$ cat src/rtl/uart_frame_tx_pkg.sv
package uart_frame_tx_pkg;
    localparam int MODE_W = 7;
    localparam int CTRL_W = 5;
    localparam int C_RST     = 0;
    localparam int C_EN      = 1;
    localparam int C_DIS     = 2;
    localparam int C_BRK_ON  = 3;
    localparam int C_BRK_OFF = 4;

    typedef enum logic [2:0] {
        ST_IDLE, ST_START, ST_DATA, ST_PARITY, ST_STOP, ST_BREAK
    } tx_state_e;

    typedef enum logic [1:0] {
        PB_EVEN, PB_ODD, PB_ZERO, PB_ONE
    } par_kind_e;

    typedef struct packed {
        logic [1:0] len_sel;
        logic       par_on;
        par_kind_e  par_kind;
        logic       two_stop;
    } frame_cfg_t;
endpackage

$ cat src/rtl/uart_frame_tx_mode.sv
module uart_frame_tx_mode
    import uart_frame_tx_pkg::*;
(
    input  logic [MODE_W-1:0] mode_word,
    output frame_cfg_t        cfg
);
    always_comb begin
        cfg.len_sel  = mode_word[1:0];
        cfg.par_on   = ~mode_word[4];
        cfg.par_kind = par_kind_e'(mode_word[3:2]);
        cfg.two_stop = (mode_word[6:5] == 2'b10);
    end
endmodule

$ cat src/rtl/uart_frame_tx_ctrl.sv
module uart_frame_tx_ctrl
    import uart_frame_tx_pkg::*;
(
    input  logic              clk,
    input  logic              rst_n,
    input  logic              ctrl_wr,
    input  logic [CTRL_W-1:0] ctrl_word,
    output logic              soft_rst,
    output logic              en_q,
    output logic              brk_q
);
    assign soft_rst = ctrl_wr & ctrl_word[C_RST];

    always_ff @(posedge clk or negedge rst_n) begin
        if (!rst_n) begin
            en_q  <= 1'b0;
            brk_q <= 1'b0;
        end else if (ctrl_wr) begin
            if (ctrl_word[C_DIS])      en_q <= 1'b0;
            else if (ctrl_word[C_EN])  en_q <= 1'b1;
            if (ctrl_word[C_RST] || ctrl_word[C_BRK_OFF]) brk_q <= 1'b0;
            else if (ctrl_word[C_BRK_ON])                 brk_q <= 1'b1;
        end
    end

    assert_disable_wins_R6: assert property (@(posedge clk) disable iff (!rst_n)
        (ctrl_wr && ctrl_word[C_DIS]) |=> !en_q)
        else $error("disable did not win");

    assert_reset_clears_break_R7: assert property (@(posedge clk) disable iff (!rst_n)
        (ctrl_wr && ctrl_word[C_RST]) |=> !brk_q)
        else $error("reset left break pending");
endmodule

$ cat src/rtl/uart_frame_tx_fsm.sv
module uart_frame_tx_fsm
    import uart_frame_tx_pkg::*;
#(
    parameter int CHAR_W = 8
)(
    input  logic              clk,
    input  logic              rst_n,
    input  logic              bit_tick,
    input  logic              soft_rst,
    input  logic              tx_en,
    input  logic              brk_hold,
    input  frame_cfg_t        cfg_in,
    input  logic              q_valid,
    input  logic [CHAR_W-1:0] q_char,
    output logic              q_ready,
    output logic              txd,
    output logic              tx_active,
    output logic              tx_done
);
    localparam int CNT_W = $clog2(CHAR_W);

    tx_state_e         state;
    logic [CHAR_W-1:0] shreg;
    logic [CNT_W-1:0]  cnt;
    frame_cfg_t        cfg_q;
    logic              par_bit;
    logic              done_q;
    logic              take;
    logic [CHAR_W-1:0] masked;
    logic              par_calc;
    logic [CNT_W-1:0]  load_last;
    logic [CNT_W-1:0]  run_last;

    function automatic logic [CNT_W-1:0] last_index(input logic [1:0] sel);
        unique case (sel)
            2'b11:   return CNT_W'(CHAR_W - 3);
            2'b10:   return CNT_W'(CHAR_W - 2);
            default: return CNT_W'(CHAR_W - 1);
        endcase
    endfunction

    assign load_last = last_index(cfg_in.len_sel);
    assign run_last  = last_index(cfg_q.len_sel);
    assign take = (state == ST_IDLE) && !brk_hold && tx_en && q_valid
                  && bit_tick && !soft_rst;

    always_comb begin
        for (int i = 0; i < CHAR_W; i++)
            masked[i] = q_char[i] & (i <= int'(load_last));
        unique case (cfg_in.par_kind)
            PB_EVEN: par_calc = ^masked;
            PB_ODD:  par_calc = ~^masked;
            PB_ZERO: par_calc = 1'b0;
            default: par_calc = 1'b1;
        endcase
    end

    // state register
    always_ff @(posedge clk or negedge rst_n) begin
        if (!rst_n) begin
            state   <= ST_IDLE;
            shreg   <= '0;
            cnt     <= '0;
            cfg_q   <= '0;
            par_bit <= 1'b0;
            done_q  <= 1'b0;
        end else begin
            done_q <= 1'b0;
            if (soft_rst) begin
                state <= ST_IDLE;
            end else begin
                unique case (state)
                    ST_IDLE: begin
                        if (brk_hold) begin
                            state <= ST_BREAK;
                        end else if (take) begin
                            state   <= ST_START;
                            shreg   <= masked;
                            cfg_q   <= cfg_in;
                            par_bit <= par_calc;
                        end
                    end
                    ST_START: if (bit_tick) begin
                        state <= ST_DATA;
                        cnt   <= '0;
                    end
                    ST_DATA: if (bit_tick) begin
                        shreg <= shreg >> 1;
                        if (cnt == run_last) begin
                            state <= cfg_q.par_on ? ST_PARITY : ST_STOP;
                            cnt   <= '0;
                        end else begin
                            cnt <= cnt + 1'b1;
                        end
                    end
                    ST_PARITY: if (bit_tick) begin
                        state <= ST_STOP;
                        cnt   <= '0;
                    end
                    ST_STOP: if (bit_tick) begin
                        if (cfg_q.two_stop && cnt == '0) begin
                            cnt <= CNT_W'(1);
                        end else begin
                            state  <= ST_IDLE;
                            done_q <= !q_valid;
                        end
                    end
                    ST_BREAK: if (!brk_hold) state <= ST_IDLE;
                    default: state <= ST_IDLE;
                endcase
            end
        end
    end

    // outputs
    always_comb begin
        unique case (state)
            ST_START:  txd = 1'b0;
            ST_DATA:   txd = shreg[0];
            ST_PARITY: txd = par_bit;
            ST_BREAK:  txd = 1'b0;
            default:   txd = 1'b1;
        endcase
        tx_active = (state == ST_START) || (state == ST_DATA) ||
                    (state == ST_PARITY) || (state == ST_STOP);
        q_ready   = take;
        tx_done   = done_q;
    end

    assert_done_single_R10: assert property (@(posedge clk) disable iff (!rst_n)
        tx_done |=> !tx_done)
        else $error("done longer than one cycle");

    assert_done_idle_high_R10: assert property (@(posedge clk) disable iff (!rst_n)
        tx_done |-> (txd && !tx_active))
        else $error("done while line not idle");
endmodule

$ cat src/rtl/uart_frame_tx.sv
module uart_frame_tx
    import uart_frame_tx_pkg::*;
#(
    parameter int WORD_W = 32,
    parameter int CHAR_W = 8
)(
    input  logic              clk,
    input  logic              rst_n,
    input  logic              bit_tick,
    input  logic [MODE_W-1:0] mode_word,
    input  logic              ctrl_wr,
    input  logic [CTRL_W-1:0] ctrl_word,
    input  logic              q_valid,
    input  logic [WORD_W-1:0] q_data,
    output logic              q_ready,
    output logic              txd,
    output logic              tx_active,
    output logic              tx_done
);
    frame_cfg_t cfg;
    logic       soft_rst;
    logic       en_q;
    logic       brk_q;

    generate
        if (WORD_W > CHAR_W) begin : g_hi
            logic unused_hi;
            assign unused_hi = ^q_data[WORD_W-1:CHAR_W];
        end
    endgenerate

    uart_frame_tx_mode u_mode (
        .mode_word (mode_word),
        .cfg       (cfg)
    );

    uart_frame_tx_ctrl u_ctrl (
        .clk       (clk),
        .rst_n     (rst_n),
        .ctrl_wr   (ctrl_wr),
        .ctrl_word (ctrl_word),
        .soft_rst  (soft_rst),
        .en_q      (en_q),
        .brk_q     (brk_q)
    );

    uart_frame_tx_fsm #(.CHAR_W(CHAR_W)) u_fsm (
        .clk       (clk),
        .rst_n     (rst_n),
        .bit_tick  (bit_tick),
        .soft_rst  (soft_rst),
        .tx_en     (en_q),
        .brk_hold  (brk_q),
        .cfg_in    (cfg),
        .q_valid   (q_valid),
        .q_char    (q_data[CHAR_W-1:0]),
        .q_ready   (q_ready),
        .txd       (txd),
        .tx_active (tx_active),
        .tx_done   (tx_done)
    );

    assert_start_after_pop_R1: assert property (@(posedge clk) disable iff (!rst_n)
        q_ready |=> (!txd && tx_active))
        else $error("no start bit after pop");

    assert_line_steady_R1: assert property (@(posedge clk) disable iff (!rst_n)
        (tx_active && !bit_tick && !soft_rst) |=> $stable(txd))
        else $error("line moved between ticks");

    assert_break_low_R8: assert property (@(posedge clk) disable iff (!rst_n)
        (brk_q && !tx_active && !soft_rst) |=> !txd)
        else $error("break not driving line low");

    assert_no_pop_in_break_R8: assert property (@(posedge clk) disable iff (!rst_n)
        brk_q |-> !q_ready)
        else $error("pop during break");

    assert_no_pop_disabled_R6: assert property (@(posedge clk) disable iff (!rst_n)
        !en_q |-> !q_ready)
        else $error("pop while disabled");
endmodule

$ cat config.mk
export PLATFORM = sky130hd
export DESIGN_NAME = uart_frame_tx
export DESIGN_NICKNAME = d
export VERILOG_FILES = /design/src/rtl/uart_frame_tx_pkg.sv /design/src/rtl/uart_frame_tx_mode.sv /design/src/rtl/uart_frame_tx_ctrl.sv /design/src/rtl/uart_frame_tx_fsm.sv /design/src/rtl/uart_frame_tx.sv
export SDC_FILE = /design/constraint.sdc
export NUM_CORES = 1
export LEC_CHECK = 0
export BUFFER_PORTS_ARGS = -buffer_cell sky130_fd_sc_hd__buf_2
export CORE_MARGIN = 4
export CORE_UTILIZATION = 35
export DETAILED_ROUTE_END_ITERATION = 10
export GPL_TIMING_DRIVEN = 1
export PLACE_DENSITY_LB_ADDON = 0.25
export SLEW_MARGIN = 0
export SYNTH_ARGS = -nofsm -noshare
export SYNTH_HDL_FRONTEND = slang
export SYNTH_SLANG_ARGS = --single-unit
$ cat constraint.sdc
create_clock -name clk -period 3.3 [get_ports clk]
set_clock_uncertainty 0.05 [all_clocks]
set_input_delay 0.495 -clock clk [delete_from_list [all_inputs] [get_ports clk]]
set_output_delay 0.495 -clock clk [all_outputs]
set_load 0.1 [all_outputs]
==> impl_metrics.ini, run 1 <==
[final_layout]
drive_gt1_share_pct = 26.3
num_antenna_cells = 0
design_area_um2 = 1640
area_delta_synth_final_pct = 18.4
nNetsFinal = 223
fillCellCount = 391
layout_commonest_cell = buf_2
utilization_pct = 43.9
final_cell_mix = buf_2, dfrtp_1, nor2_1
stdcell_count = 219

[clock_tree]
postCtsSetupBuffers = 0
ctsLongestPathBuffers = 2
postCtsHoldBufs = 0
clock-sinks = 22
ctsResizeCount = 0
cts_tree = done
clock_latency_ps = 260
clk_pin_slew_ps = 80
numCtsBuffers = 3
root_buffer = clkbuf_8
h-tree-depth = 1

[yosys]
synth_mux_area_share_pct = 9.64
syn_area_um2 = 1390
synth.avg_cell_area_um2 = 9.71
yosysWarningCount = 0
synth_top_family_by_area = simple AND/OR/NAND/NOR gates
synth-main-ff-cell = dfrtp_1
synth-edff-count = 0
synthAdderAreaFrac_pct = 1.80
synth_seq_cells = 22
ys_async_sr_fraction_pct = 100
synthCells = 143
syn-num-nets = 194
ys_types = 41
synth_seq_area_share_pct = 39.6
synth-xor-area-share_pct = 6.04
synth-simple-area-share_pct = 19.9
synth_compound_area_share_pct = 18.3

[critical_path]
r2r_start = u_fsm.state[1]$_DFFE_PN0P_
crit_start = u_fsm.state[0]$_DFFE_PN0P_
crit_path_top_delay_cell = dfrtp_1
path_max_fanout = 13
critPathMaxStageDelay_ps = 540
timing.rr.end = u_fsm.shreg[7]$_DFFE_PN0P_
r2r_cells = 4
startpoint_type = flop
crit_top_cell = nor2_2
critPathCapture = q_ready
path_cells = nor2_2, nand2_1, nor2_2, buf_2
rrSetupSlack_ps = 1290
path_class = reg -> out
worstPathArrival_ps = 2110
end_kind = primary output
cp_data_required_time_ps = 2750

[timing]
drv_slew = 0
setup-tns-final_ps = 0
period_share_pct = 80.5
fmax_mhz = 376
period_needed_ps = 2660
relSlewSlack_pct = 60.0
max_slew.worst_pin.slew_ps = 600
setup_viol = 0
report.final.hold_viol_count = 0
rsz0062_at_grt = false

[grt]
grt.total_usage_pct = 12.2
grt_pass1_vias = 1168
grt_overflow = 0
grt_start_max_net_pins = 23
grt_pass1_wl_um = 5030
antenna_found_initial = 0

[floorplan]
die_w_um = 71.0
start_util_pct = 37.1
io_pins = 53
coreArea_um2 = 3740
die_area_um2 = 5040
rows = 22
die_y_um = 71.0

[place]
gp_routability_congestion = 0.807
place_area_um2 = 1570
hpwl_um = 2150
placedCellCount = 215
io_buffers = 28

[drt]
first_iter_violations = 52
wirelength_um = 2790
vias = 1101
drc = 0
wire_per_inst_um = 12.8
drt-pass1-iter-count = 4
antenna_left = 0
routed_via_density = 5.03

[min_path]
min_path_type = in -> async

[job]
cap_violations = 0

[outcome]
outcome = complete, no violations

[power_and_ir_drop]
p_leak_nw = 0.765
p_per_area_nw_per_um2 = 842
vdd_ir_drop_max_mv = 0.299
p_total_mw = 1.38
[cell families (layout without fill, tap and decap cells)]
kind of cell,count (synthesis),after routing
AO/OA/AOI/OAI,34,34
XOR/XNOR,8,8
adder cells (fa/ha/maj),2,2
buffers and inverters,15,43
flip-flops,22,22
multiplexers,13,13
AND/OR/NAND/NOR,49,49
[power breakdown]
part           switching, mW  internal [mW]  total (mW)
Sequential             0.127          0.382       0.509
Clock                 0.0916          0.162       0.254
Combinational          0.384          0.237       0.621
[through the flow]
stage,worst slack (ps),hold WS [ps]
after global routing,504,168
after floorplan,224,149
final,643,137
after global placement,878,445
after detailed placement,858,448
after CTS,627,154
[flip-flops by register name, indices dropped and copies added, names as in the netlist]
register	cells
u_fsm.cnt	3
u_ctrl.en_q	1
u_fsm.cfg_q	4
u_fsm.tx_done	1
u_fsm.state	3
u_fsm.par_bit	1
u_ctrl.brk_q	1
u_fsm.shreg	8
[cell usage after synthesis (all sizes together), types with 4 or more instances]
cell / count / area share, %
dfrtp: 22 / 40
clkbuf: 4 / 1.1
a21oi: 13 / 5.5
inv: 9 / 2.4
nand2: 10 / 2.7
nand3b: 4 / 2.2
o21ai: 6 / 2.2
nor2: 17 / 5.0
xnor2: 6 / 3.8
mux2i: 10 / 7.2
[per-layer routing]
| layer | GRT usage [%] | vias up | wire length (um) |
|---|---|---|---|
| met5 | 0 | - | 0 |
| met4 | 4.38 | 0 | 41 |
| met3 | 4.69 | 4 | 224 |
| met2 | 18.9 | 36 | 1230 |
| met1 | 15.5 | 500 | 1300 |
| li1 | - | 561 | - |
[how the worst min path moves through the flow]
stage | end | from | depth (start not counted) | slack [ps]
6_report | u_fsm.cnt[2]$_DFFE_PN0P_ | rst_n | 1 | 140
5_1_grt | u_fsm.cnt[2]$_DFFE_PN0P_ | rst_n | 1 | 170
4_1_cts | u_fsm.cnt[2]$_DFFE_PN0P_ | rst_n | 1 | 150
3_5_place_dp | u_fsm.tx_done$_DFF_PN0_ | rst_n | 1 | 450
3_3_place_gp | u_fsm.tx_done$_DFF_PN0_ | rst_n | 1 | 450
2_1_floorplan | u_ctrl.brk_q$_DFFE_PN0P_ | rst_n | 0 | 150
[cell type report]
class                           count  area, um^2  area share, %
Multi-Input combinational cell    106         773           47.0
Sequential cell                    22         551           33.5
Tap cell                           48        60.1           3.65
Clock buffer                        3        41.3           2.51
Timing Repair Buffer               30         155           9.44
Clock inverter                      1        30.0           1.83
Inverter                            9        33.8           2.05
[worst max-delay path, delay by kind of cell (launching register included)]
family	cells	cell delay (ps)
buffers and inverters	1	500
and+or+nand+nor	3	800
DFF	1	540
Power figures use the tool's default switching activity.
==> run 2, diff against run 1 <==
clock period = 2.3 ns   (was 3.3 ns; I/O delays follow)
==> impl_metrics.ini, run 2 (same netlist as run 1, synthesis figures left out) <==
[final_layout]
area_delta_synth_final_pct = 19.9
top_regs = u_fsm.shreg: 8 flops, u_fsm.cfg_q: 4 flops
regMostFlops = u_fsm.shreg
design_area_um2 = 1670
layout_commonest_cell = buf_2
largest_reg_flops = 8
nNetsFinal = 224
final_cell_mix = buf_2, dfrtp_1, nor2_1
drive_gt1_share_pct = 27.3
num_antenna_cells = 0

[power_and_ir_drop]
vdd_ir_drop_max_mv = 0.405
p_per_area_nw_per_um2 = 1170
p_leak_nw = 0.768

[clock_tree]
postCtsSetupBuffers = 0
ctsResizeCount = 0
ctsLongestPathBuffers = 2
root_buffer = clkbuf_8
numCtsBuffers = 3
clock_latency_ps = 260
clk_pin_slew_ps = 90
postCtsHoldBufs = 0
cts_tree = done
clock-sinks = 22
h-tree-depth = 1

[floorplan]
start_util_pct = 37.1
die_y_um = 71.0
die_w_um = 71.0
rows = 22
coreArea_um2 = 3740
die_area_um2 = 5040
io_pins = 53

[grt]
grt_pass1_wl_um = 5180
antenna_found_initial = 0
grt_start_max_net_pins = 23
grt.total_usage_pct = 12.7
grt_overflow = 0
grt_pass1_vias = 1141

[critical_path]
end_kind = primary output
crit_start = u_fsm.state[0]$_DFFE_PN0P_
r2r_start = u_fsm.cnt[0]$_DFFE_PN0P_
worstPathArrival_ps = 1700
cp_data_required_time_ps = 1900
path_max_fanout = 13
path_class = reg -> out
startpoint_type = flop

[timing]
setup-tns-final_ps = 0
relSlewSlack_pct = 63.4
hold_slack_ps = -13.8
rsz0062_at_grt = false
period_needed_ps = 2090
report.final.hold_viol_count = 22
setup_slack_ps = 209
setup_viol = 0
fmax_mhz = 478
period_share_pct = 90.9
max_slew.worst_pin.slew_ps = 544
drv_slew = 0

[drt]
vias = 1114
wirelength_um = 2970
antenna_left = 0
first_iter_violations = 31
wire_per_inst_um = 13.5
drt-pass1-iter-count = 4
routed_via_density = 5.06
drc = 0

[place]
place_area_um2 = 1610
place_ws_ps = 310
hpwl_um = 2290
io_buffers = 28
gp_routability_congestion = 0.808

[outcome]
failed_checks = negative hold slack
outcome = complete, but fails checks

[min_path]
min_path_type = in -> async

[job]
cap_violations = 0
## run 2: cell count changes in the layout (fill, tap and decap cells not counted), sizes merged
cell / change
bufinv: -1
clkbuf: +1
buf: +1
## run 2: metal layers
layer / share of wire [%] / wire, um / track usage [%] / vias to the layer above
met5: 0 / 0 / 0 / -
met2: 45 / 1330 / 19.7 / 26
li1: - / - / - / 562
met3: 5.8 / 171 / 3.41 / 2
met4: 0.61 / 18 / 4.18 / 0
met1: 49 / 1450 / 17.0 / 524
## run 2: worst max-delay path, cell delays in order (launching register included)
cell and delay [ps]:
dfrtp_1 650, nor3b_1 170, a22oi_2 160, buf_2 450
## run 2: worst paths after layout
path	end	slack (ps)	cells after the start
setup / recovery	txd	210	3
hold / removal	u_ctrl.brk_q$_DFFE_PN0P_	-10	1
setup reg to reg	u_fsm.cnt[2]$_DFFE_PN0P_	260	7
hold reg to reg	u_fsm.shreg[0]$_DFFE_PN0P_	480	2
max in group asynchronous	u_fsm.cfg_q[3]$_DFFE_PN0P_	1880	1
min in group clk	u_ctrl.en_q$_DFFE_PN0P_	200	2
## run 2: report_power, final
part,switching (mW),internal (mW)
Combinational,0.578,0.362
Sequential,0.179,0.548
Clock,0.133,0.153
## run 2: area by class of cell
class,instances,area (um^2)
Inverter,9,33.8
Sequential cell,22,551
Timing Repair Buffer,31,178
Clock buffer,4,55.1
Fill cell,382,2080
Multi-Input combinational cell,106,788
Tap cell,48,60.1
## run 2: stage by stage
| stage | cells | total power [mW] | utilization (%) |
|---|---|---|---|
| 2_1_floorplan | 143 | 1.46 | - |
| 3_3_place_gp | 216 | 1.62 | 42.9 |
| 3_5_place_dp | 216 | 1.67 | 42.9 |
| 4_1_cts | 220 | 1.96 | 44.4 |
| 5_1_grt | 220 | 2.10 | 44.5 |
| 6_report | 220 | 1.95 | 44.5 |
==> run 3, diff against run 2 <==
==> constraint.sdc (replaced) <==
create_clock -name clk -period 2.7 [get_ports clk]
set_clock_uncertainty 0.05 [all_clocks]
set_input_delay 0.54 -clock clk [delete_from_list [all_inputs] [get_ports clk]]
set_output_delay 0.54 -clock clk [all_outputs]
set_load 0.1 [all_outputs]
==> impl_metrics.ini, run 3 (same netlist as run 1, synthesis figures left out) <==
[outcome]
outcome = complete, no violations

[drt]
wirelength_um = 2820
vias = 1099
drc = 0
drt-pass1-iter-count = 4
first_iter_violations = 38
routed_via_density = 4.97
antenna_left = 0
wire_per_inst_um = 12.8

[clock_tree]
h-tree-depth = 1
clock_latency_ps = 270
ctsLongestPathBuffers = 2
numCtsBuffers = 3
cts_tree = done
postCtsSetupBuffers = 0
root_buffer = clkbuf_8
clock-sinks = 22
clk_pin_slew_ps = 80
postCtsHoldBufs = 0
ctsResizeCount = 0

[min_path]
min_path_type = in -> async

[job]
cap_violations = 0

[timing]
setup_slack_ps = 321
rsz0062_at_grt = false
fmax_mhz = 420
max_slew.worst_pin.slew_ps = 510
period_needed_ps = 2380
report.final.hold_viol_count = 0
drv_slew = 0
hold_slack_ps = 184
relSlewSlack_pct = 66.0
period_share_pct = 88.1
setup_viol = 0
setup-tns-final_ps = 0

[final_layout]
stdcell_count = 221
area_delta_synth_final_pct = 20.9
num_antenna_cells = 0
largest_reg_flops = 8
design_area_um2 = 1680
utilization_pct = 44.9
fillCellCount = 395
drive_gt1_share_pct = 27.7
regMostFlops = u_fsm.shreg
final_cell_mix = buf_2, dfrtp_1, nor2_1
top_regs = u_fsm.shreg: 8 flops, u_fsm.cfg_q: 4 flops
layout_commonest_cell = buf_2
nNetsFinal = 225

[critical_path]
path_cells = nor2_2, xor2_1, inv_1, buf_2
path_class = reg -> out
crit_path_top_delay_cell = dfrtp_1
startpoint_type = flop
cp_top_family = flip-flops
path_depth = 4
worstPathArrival_ps = 1790
critPathMaxStageDelay_ps = 540
cp_data_required_time_ps = 2110
r2r_cells = 7
path_buf_inv = 2
path_max_fanout = 13
end_kind = primary output

[grt]
grt_pass1_wl_um = 4950
antenna_found_initial = 0
grt_pass1_vias = 1058
grt.total_usage_pct = 12.3
grt_start_max_net_pins = 23
grt_overflow = 0

[place]
placedCellCount = 217
hpwl_um = 2120
place_area_um2 = 1610
io_buffers = 28
gp_routability_congestion = 0.760
place_ws_ps = 606

[floorplan]
io_pins = 53
rows = 22
die_w_um = 71.0
die_area_um2 = 5040
coreArea_um2 = 3740
die_y_um = 71.0
start_util_pct = 37.1

[power_and_ir_drop]
p_leak_nw = 0.779
p_per_area_nw_per_um2 = 1020
p_total_mw = 1.71
vdd_ir_drop_max_mv = 0.437
[run 3: changes by cell type in the layout (fill, tap and decap cells not counted), sizes merged]
cell,before,now
bufinv,0,1
buf,31,32
clkbuf,4,3
[run 3: per-layer routing]
metal | vias to the layer above | GRT usage [%] | wire (um)
li1 | 566 | - | -
met1 | 497 | 16.9 | 1420
met3 | 5 | 4.40 | 198
met5 | - | 0 | 0
met2 | 31 | 18.3 | 1170
met4 | 0 | 3.13 | 27
[run 3: path summary, 6_finish.rpt]
check                                             endpoint  slack, ps                       start
min in group clk                   u_ctrl.en_q$_DFFE_PN0P_        390                ctrl_word[2]
worst min-delay path            u_fsm.cfg_q[0]$_DFFE_PN0P_        180                       rst_n
worst max register to register    u_fsm.cnt[2]$_DFFE_PN0P_        740    u_fsm.cnt[0]$_DFFE_PN0P_
max in group asynchronous         u_ctrl.brk_q$_DFFE_PN0P_       2070                       rst_n
worst min register to register  u_fsm.shreg[7]$_DFFE_PN0P_        470  u_fsm.shreg[7]$_DFFE_PN0P_
worst max-delay path                             tx_active        320  u_fsm.state[0]$_DFFE_PN0P_
[run 3: layout make-up]
| cell class | instances | area, um^2 | area share, % |
|---|---|---|---|
| Multi-Input combinational cell | 106 | 778 | 46.3 |
| Tap cell | 48 | 60.1 | 3.58 |
| Timing Repair Buffer | 32 | 185 | 11.0 |
| Clock buffer | 3 | 41.3 | 2.46 |
| Sequential cell | 22 | 551 | 32.8 |
| Inverter | 9 | 33.8 | 2.01 |
| Clock inverter | 1 | 30.0 | 1.79 |
[run 3: where the power goes]
| group | internal (mW) | total [mW] | leakage, nW | switching [mW] |
|---|---|---|---|---|
| clock network | 0.198 | 0.312 | 0.0357 | 0.113 |
| registers | 0.467 | 0.599 | 0.268 | 0.132 |
| logic | 0.304 | 0.796 | 0.475 | 0.492 |
